===== config.mk =====
export PLATFORM = sky130hd
export DESIGN_NAME = spdif_bmc_tx
export DESIGN_NICKNAME = d
export VERILOG_FILES = /design/src/rtl/spdif_bmc_tx.sv
export SDC_FILE = /design/constraint.sdc
export NUM_CORES = 1
export LEC_CHECK = 0
export BUFFER_PORTS_ARGS = -buffer_cell sky130_fd_sc_hd__buf_2
export CORE_MARGIN = 4
export CORE_UTILIZATION = 35
export CTS_CLUSTER_DIAMETER = 150
export DETAILED_ROUTE_END_ITERATION = 6
export PLACE_DENSITY_LB_ADDON = 0.15
export SLEW_MARGIN = 20
export SYNTH_ARGS = -nofsm -noshare
export SYNTH_HDL_FRONTEND = slang
export SYNTH_SLANG_ARGS = --single-unit

===== constraint.sdc =====
create_clock -name clk -period 4.93 [get_ports clk]
set_input_delay 0.2465 -clock clk [delete_from_list [all_inputs] [get_ports clk]]
set_output_delay 0.2465 -clock clk [all_outputs]
set_load 0.02 [all_outputs]

===== src/rtl/spdif_bmc_tx.sv =====
module spdif_bmc_tx #(
  parameter int FRAMES_PER_BLOCK = 192
) (
  input  logic        clk,
  input  logic        rst_n,
  input  logic        half_en,
  input  logic        in_valid,
  output logic        in_ready,
  input  logic [23:0] in_sample,
  input  logic        in_validity,
  input  logic        in_user,
  input  logic        in_cstat,
  input  logic        in_nonpcm,
  output logic        req_right,
  output logic        line_out
);
  localparam int FW = $clog2(FRAMES_PER_BLOCK);
  localparam logic [1:0] PT_B = 2'd0, PT_M = 2'd1, PT_W = 2'd2;

  logic [5:0]    hcnt;
  logic          right_q;
  logic [FW-1:0] fcnt;
  logic [27:0]   word;
  logic [1:0]    ptype;
  logic          pre_pol;
  logic          line_q;
  logic [23:0]   hold_field;
  logic          hold_u, hold_cs;

  wire wrap = (hcnt == 6'd63);
  assign in_ready  = half_en & wrap;
  assign req_right = ~right_q;
  assign line_out  = line_q;

  wire        take      = in_ready & in_valid;
  wire [23:0] new_field = in_nonpcm ? {in_sample[15:0], 8'h00} : in_sample;
  wire [23:0] fld       = take ? new_field : hold_field;
  wire        bit_v     = take ? in_validity : 1'b1;
  wire        bit_u     = take ? in_user : hold_u;
  wire        bit_cs    = take ? in_cstat : hold_cs;
  wire [26:0] body      = {bit_cs, bit_u, bit_v, fld};
  wire [27:0] next_word = {^body, body};

  wire [FW-1:0] fcnt_inc = (fcnt == FW'(FRAMES_PER_BLOCK - 1)) ? '0 : fcnt + 1'b1;
  wire [1:0]    next_type = right_q ? ((fcnt_inc == '0) ? PT_B : PT_M) : PT_W;

  wire [5:0] k_next = wrap ? 6'd0 : hcnt + 6'd1;
  wire [4:0] sidx   = k_next[5:1] - 5'd4;

  function automatic logic [7:0] pattern(input logic [1:0] t);
    case (t)
      PT_B:    pattern = 8'b1110_1000;
      PT_M:    pattern = 8'b1110_0010;
      default: pattern = 8'b1110_0100;
    endcase
  endfunction

  logic [7:0] pat;
  logic       lvl;
  always_comb begin
    pat = pattern(ptype);
    if (k_next == 6'd0)       lvl = ~line_q;
    else if (k_next < 6'd8)   lvl = pat[3'd7 - k_next[2:0]] ^ pre_pol;
    else if (!k_next[0])      lvl = ~line_q;
    else                      lvl = line_q ^ word[sidx];
  end

  always_ff @(posedge clk or negedge rst_n) begin
    if (!rst_n) begin
      hcnt       <= 6'd63;
      right_q    <= 1'b1;
      fcnt       <= FW'(FRAMES_PER_BLOCK - 1);
      word       <= '0;
      ptype      <= PT_B;
      pre_pol    <= 1'b0;
      line_q     <= 1'b0;
      hold_field <= '0;
      hold_u     <= 1'b0;
      hold_cs    <= 1'b0;
    end else if (half_en) begin
      hcnt   <= k_next;
      line_q <= lvl;
      if (wrap) begin
        right_q <= ~right_q;
        if (right_q) fcnt <= fcnt_inc;
        word    <= next_word;
        ptype   <= next_type;
        pre_pol <= line_q;
        if (take) begin
          hold_field <= new_field;
          hold_u     <= in_user;
          hold_cs    <= in_cstat;
        end
      end
    end
  end
endmodule


# Word-level counts from Yosys, hierarchy flattened

Cells that the tools add are included.

Register bits after elaboration: 73
Logic and storage cells: 49
Input bits: 32

Equality and inequality tests: 3
Muxes and demuxes: 17
Add/subtract/negate cells: 4
Reduce and logical (&&, ||, !) cells: 6
Bitwise logic cells: 6
Order comparisons: 3

Operator list:

| operator                                                              | number |
|---|---|
| 24-bit two-way mux                                                    | 2 |
| 27-bit XOR reduction                                                  | 1 |
| 1-bit two-way mux                                                     | 9 |
| 8-bit by 1-bit adder with 8-bit output, second input constant         | 1 |
| 8-bit equality test, second input constant                            | 1 |
| 8-bit logical NOT                                                     | 1 |
| 8-bit two-way mux                                                     | 1 |
| 4-bit one-hot mux with 2 select lines                                 | 1 |
| 6-bit by 1-bit adder with 6-bit output, second input constant         | 1 |
| 6-bit equality test, second input constant                            | 1 |
| 6-bit logical NOT                                                     | 1 |
| 5-bit by 6-bit < comparator with 1-bit output, second input constant  | 1 |
| 6-bit by 4-bit < comparator with 1-bit output, second input constant  | 1 |
| 6-bit two-way mux                                                     | 1 |
| 1-bit binary-select mux with 5-bit select                             | 1 |
| 5-bit by 3-bit subtractor with 5-bit output, second input constant    | 1 |
| 3-bit by 4-bit < comparator with 1-bit output, second input constant  | 1 |
| 1-bit binary-select mux with 3-bit select                             | 1 |
| 3-bit AND reduction                                                   | 1 |
| 3-bit subtractor, first input constant                                | 1 |
| 1-bit bitwise AND                                                     | 2 |
| 2-bit by 1-bit equality test with 1-bit output, second input constant | 1 |
| 2-bit logical NOT                                                     | 1 |
| 2-bit two-way mux                                                     | 1 |
| 3 further kinds                                                       | 5 |

# Logic depth before layout (Yosys ltp)

Depth after elaboration: 9
Depth in mapped cells: 11
Depth with buffers taken out: 9

# Least setup slack after synthesis

OpenSTA, ideal clock, no wires.

Path kind: reg-to-reg
Start point: register hcnt[0]
End point: register line_q, in the netlist line_out
Setup time: 0.145 ns
Arrival: 2.342 ns
Path slack: 2.442 ns
Required time: 4.785 ns
Period minus slack after synthesis: 2.488 ns
Buffers on the path: 1
Stages on the path, launching flop included: 11
Path through: dfstp_2 > ha_1 > buf_6 > nand3_1 > xor2_1 > ha_1 > or3_1 > a22o_2 > o211ai_2 > and4_1 > a311oi_2

Cells in the longest elaborated chain, start to end: 9
Elaborated cells between the ends (all ways): 16
Classes of those cells: 3 x add/sub; 1 x order compare; 1 x eq/ne; 8 x mux; 2 x bitwise; 1 x reduce/logical

Ends and longest elaborated chain:

| what                                                                                 | RTL line | source |
|---|---|---|
| from (decl)                                                                          | 20       | `logic [5:0] hcnt;` |
| from (signal assigned)                                                               | 81       | `hcnt <= k_next;` |
| 6-bit by 1-bit adder with 6-bit output / 6-bit equality test (equally long branches) | 47, 30   |  |
| 6-bit two-way mux (*)                                                                | 47       | `wire [5:0] k_next = wrap ? 6'd0 : hcnt + 6'd1;` |
| 5-bit by 3-bit subtractor with 5-bit output                                          | 48       | `wire [4:0] sidx = k_next[5:1] - 5'd4;` |
| 1-bit binary-select mux with 5-bit select                                            | 65       | `else lvl = line_q ^ word[sidx];` |
| 1-bit two-way mux (not written as such)                                              | 65       |  |
| 1-bit bitwise XOR                                                                    | 65       |  |
| 1-bit two-way mux                                                                    | 64       | `else if (!k_next[0]) lvl = ~line_q;` |
| 1-bit two-way mux                                                                    | 63       | `else if (k_next < 6'd8) lvl = pat[3'd7 - k_next[2:0]] ^ pre_pol;` |
| 1-bit two-way mux (*)                                                                | 62       | `if (k_next == 6'd0) lvl = ~line_q;` |
| to (signal assigned)                                                                 | 82       | `line_q <= lvl;` |
| to (decl)                                                                            | 26       | `logic line_q;` |

Mark *: on every way between the ends. The rest lies on a longest branch, timed or not. The select of a mux whose other input is x is not followed.
A chain may end at the register's enable or synchronous reset.

# Worst setup path after layout

Ends and elaborated chain as after synthesis.

==> metrics.txt <==
# TYPE chip_impl_metric gauge
chip_impl_info{name="outcome",value="completed"} 1
chip_impl_metric{name="htree_num_levels",unit=""} 2
chip_impl_metric{name="synth-xor-area-share",unit="%"} 18.4
chip_impl_metric{name="final_max_slew_viol_count",unit=""} 0
chip_impl_info{name="critical_path_slowest_stage_cell",value="sky130_fd_sc_hd__dfstp_2"} 1
chip_impl_metric{name="post_synth.cell_area_avg",unit="um^2"} 9.59
chip_impl_metric{name="hold_viol",unit=""} 0
chip_impl_metric{name="drt.antenna.violating_nets",unit=""} 0
chip_impl_metric{name="clock.fmax",unit="MHz"} 357
chip_impl_metric{name="worstSkewPairLatency",unit="ns"} 0.30
chip_impl_info{name="crit_path_frequent_cell",value="sky130_fd_sc_hd__ha_1"} 1
chip_impl_metric{name="power.leakage",unit="nW"} 1.54
chip_impl_info{name="timing.critical_path.cells",value="ha_1 > nand3_1 > xor2_1 > ha_1 > or3_1 > a22o_2 > o211ai_2 > a41oi_1 > a311oi_2"} 1
chip_impl_metric{name="initial_utilization",unit="%"} 36.6
chip_impl_metric{name="fp-row-count",unit=""} 34
chip_impl_metric{name="drt_iter0_markers",unit=""} 61
chip_impl_metric{name="netlist-cell-type-count",unit=""} 43
chip_impl_metric{name="die_height",unit="um"} 104
chip_impl_info{name="largest_family_of_logic_cells_by_synthesized_area",value="XOR/XNOR gates"} 1
chip_impl_metric{name="cp_max_fo",unit=""} 9
chip_impl_metric{name="number_of_antenna_cells_inserted",unit=""} 0
chip_impl_metric{name="number_of_enable_flip_flop_cells_after_synthesis",unit=""} 0
chip_impl_metric{name="port_buffer_cells",unit=""} 34
chip_impl_metric{name="synth_compound_gate_area_share",unit="%"} 11.8
chip_impl_info{name="path_class",value="reg2reg"} 1
chip_impl_metric{name="detailroute.via_count",unit=""} 2377
chip_impl_info{name="top_cells_by_count_synth",value="66 x sky130_fd_sc_hd__nand2_1, 51 x sky130_fd_sc_hd__xnor2_1, 37 x sky130_fd_sc_hd__o21ai_0"} 1
chip_impl_metric{name="synth-adder-area-share",unit="%"} 1.92
chip_impl_metric{name="gr-usage-all-layers",unit="%"} 13.4
chip_impl_metric{name="ys_seq_area_share",unit="%"} 36.7
chip_impl_metric{name="nNetsFinal",unit=""} 401
chip_impl_metric{name="synthesis.yosys.warnings",unit=""} 0
chip_impl_info{name="synth_top_cells_by_area",value="sky130_fd_sc_hd__dfrtp_1 25%, sky130_fd_sc_hd__xnor2_1 14%, sky130_fd_sc_hd__dfstp_2 11%"} 1
chip_impl_metric{name="post_cts.repair.setup_buffers",unit=""} 0
chip_impl_metric{name="drv_cap",unit=""} 0
chip_impl_metric{name="async_reset_ff_share",unit="%"} 100
chip_impl_info{name="synthDominantAreaCellType",value="sky130_fd_sc_hd__dfrtp_1"} 1
chip_impl_info{name="grt_setup_unrepaired",value="false"} 1
chip_impl_metric{name="skew",unit="ns"} 0.00507
chip_impl_metric{name="timing.hold.ws",unit="ns"} 0.147
chip_impl_metric{name="drt_pre_antenna_iters",unit=""} 4
chip_impl_metric{name="max_stage_delay",unit="ns"} 0.62
chip_impl_metric{name="dieWidth",unit="um"} 104
chip_impl_metric{name="cts_repair_resize_count",unit=""} 0
chip_impl_metric{name="syn_nets",unit=""} 376
chip_impl_metric{name="filler_cell_count",unit=""} 904
chip_impl_metric{name="setup_viol",unit=""} 0
chip_impl_metric{name="vias_per_cell",unit=""} 5.03
chip_impl_info{name="most_used_flip_flop_cell_after_synthesis",value="sky130_fd_sc_hd__dfrtp_1"} 1
chip_impl_metric{name="global_route_wire_length_before_repair",unit="mm"} 12.0
chip_impl_info{name="worst_setup_path_end_kind",value="register"} 1
chip_impl_metric{name="layout-area-overhead-vs-synth",unit="%"} 9.81
chip_impl_metric{name="worst-slew-pin-transition",unit="ns"} 0.599
chip_impl_metric{name="cts.path.max_buffers",unit=""} 2
chip_impl_metric{name="core_area",unit="um^2"} 8890
chip_impl_metric{name="simple_gate_share_of_the_synthesized_area",unit="%"} 14.1
chip_impl_metric{name="cts_buf_count",unit=""} 5
chip_impl_metric{name="grt_start_max_net_pins",unit=""} 53
chip_impl_metric{name="post-route-drc-count",unit=""} 0
chip_impl_info{name="root_buffer",value="sky130_fd_sc_hd__clkbuf_8"} 1
chip_impl_metric{name="synthesis.instances",unit=""} 339
chip_impl_metric{name="antenna_violations_before_repair",unit=""} 0
chip_impl_metric{name="cts_sinks",unit=""} 47
chip_impl_metric{name="timing.max_slew.rel_slack",unit="%"} 60.1
chip_impl_metric{name="finalWorstPathRequiredPeriod",unit="ns"} 2.81
chip_impl_metric{name="drive_gt1_share",unit="%"} 18.9
chip_impl_metric{name="layout.area.seq",unit="um^2"} 1190
chip_impl_info{name="synth_most_common_cell",value="sky130_fd_sc_hd__nand2_1"} 1
chip_impl_metric{name="synth.top_cell.area_share",unit="%"} 25.4
chip_impl_info{name="clock_tree_from_tritoncts",value="yes"} 1
chip_impl_metric{name="cp_data_arrival_time",unit="ns"} 3.02
chip_impl_metric{name="first_global_vias",unit=""} 2367
chip_impl_metric{name="path_clk_slew",unit="ns"} 0.09
chip_impl_metric{name="num_io_pins",unit=""} 35
chip_impl_info{name="hold_path.class",value="in2reg"} 1
chip_impl_info{name="timing.critical_path.from_type",value="register"} 1
chip_impl_metric{name="routed_wirelength",unit="mm"} 6.94
chip_impl_metric{name="place.gp.congestion",unit=""} 0.822
chip_impl_metric{name="synth.area.mux_share",unit="%"} 13.5
chip_impl_metric{name="pwr_density_cell",unit="nW/um^2"} 416
chip_impl_metric{name="routedWlPerCell",unit="um"} 14.7
chip_impl_metric{name="worst_ep_required_time",unit="ns"} 5.14
chip_impl_metric{name="tns",unit="ns"} 0
chip_impl_metric{name="postSynthRegisterBits",unit=""} 47
chip_impl_metric{name="netlist_area",unit="um^2"} 3250
chip_impl_metric{name="layout_worst_path_cycle_share",unit="%"} 56.9
chip_impl_metric{name="die-area",unit="um^2"} 10900
chip_impl_metric{name="gr-total-overflow",unit=""} 0
chip_impl_metric{name="post-dp-hpwl",unit="mm"} 5.31
chip_impl_metric{name="vdd_drop_max",unit="V"} 0.000144
chip_impl_metric{name="multi_input_area",unit="um^2"} 1940
## cells in the final DEF, fill, tap and decap left out, types with 5 or more instances in the layout
cell / n
sky130_fd_sc_hd__inv_1: 5
sky130_fd_sc_hd__clkbuf_8: 5
sky130_fd_sc_hd__mux4_1: 7
sky130_fd_sc_hd__dfrtp_1: 33
sky130_fd_sc_hd__o21ai_0: 37
sky130_fd_sc_hd__mux2i_1: 21
sky130_fd_sc_hd__xnor2_1: 51
sky130_fd_sc_hd__ha_1: 5
sky130_fd_sc_hd__nor2_1: 12
sky130_fd_sc_hd__a31oi_1: 5
sky130_fd_sc_hd__nand3_1: 7
sky130_fd_sc_hd__xor2_1: 9
sky130_fd_sc_hd__nand2_1: 66
sky130_fd_sc_hd__buf_2: 33
sky130_fd_sc_hd__a21oi_1: 5
sky130_fd_sc_hd__dfstp_2: 14
## where the power goes
part	leakage, nW	switching (mW)	internal, mW
Combinational	0.887	0.329	0.349
Clock	0.0483	0.135	0.100
Sequential	0.601	0.0973	0.475
Total	1.54	0.561	0.925
## routing by layer
metal,vias to the layer above,global-route usage [%],wire (um)
met5,-,0,0
met2,56,20.3,3060
li1,1225,-,-
met4,0,5.13,127
met3,12,2.61,263
met1,1084,18.9,3490
## final cells by class
class                           count  area share, %
Inverter                            6          0.631
Clock inverter                      3          0.526
Multi-Input combinational cell    268           54.4
Timing Repair Buffer               36           5.33
Tap cell                          108           3.78
Clock buffer                        5           1.93
Sequential cell                    47           33.4
## path summary, 6_finish.rpt
kind	start	to	slack, ns	depth (start not counted)
worst max-delay path	hcnt[0]$_DFFE_PN1P_	line_out$_DFFE_PN0P_	2.12	9
worst min-delay path	in_valid	word[24]$_DFFE_PN0N_	0.15	2
worst max register to register	hcnt[0]$_DFFE_PN1P_	line_out$_DFFE_PN0P_	2.12	9
worst min register to register	fcnt[1]$_DFFE_PN1P_	fcnt[1]$_DFFE_PN1P_	0.49	2
max in group asynchronous	rst_n	word[9]$_DFFE_PN0N_	4.04	2
min in group asynchronous	rst_n	pre_pol$_DFFE_PN0N_	0.49	2
## cell families (layout without fill, tap and decap cells)
logic type	count (synthesis)	after routing
simple gates	105	105
compound gates	63	63
xor+xnor	63	63
flops	47	47
mux	32	32
buf+inv	24	50
fa+ha+maj	5	5
## per-stage QoR
stage	power (mW)	instances	util [%]	cell area, um^2	setup WS [ns]
6_report	1.49	473	40.2	3570	2.12
3_5_place_dp	1.26	464	39.0	3470	2.16
4_1_cts	1.51	472	40.0	3560	2.15
5_1_grt	1.60	473	40.2	3570	1.92
2_1_floorplan	1.13	339	-	3250	2.44
3_3_place_gp	1.26	464	39.0	3470	2.21
## flip-flops by register name, indices dropped and copies added (netlist names)
register and flops:
line_out 1, word 28, ptype 2, pre_pol 1, fcnt 8, hcnt 6
right_q 1
## repair_timing
action / CTS / global route
hold buffers: 0 / 1
setup endpoints to repair: 0 / 0
hold endpoints to repair: 0 / 32
## worst max-delay path: cells and delay by family, from the launching register on
kind                     cells  cell delay [ns]
AO/OA/AOI/OAI                4             0.69
adder cells (fa/ha/maj)      2             0.63
flip-flops                   1             0.62
AND/OR/NAND/NOR              2             0.59
XOR/XNOR                     1             0.18
(Power assumes the default switching activity.)
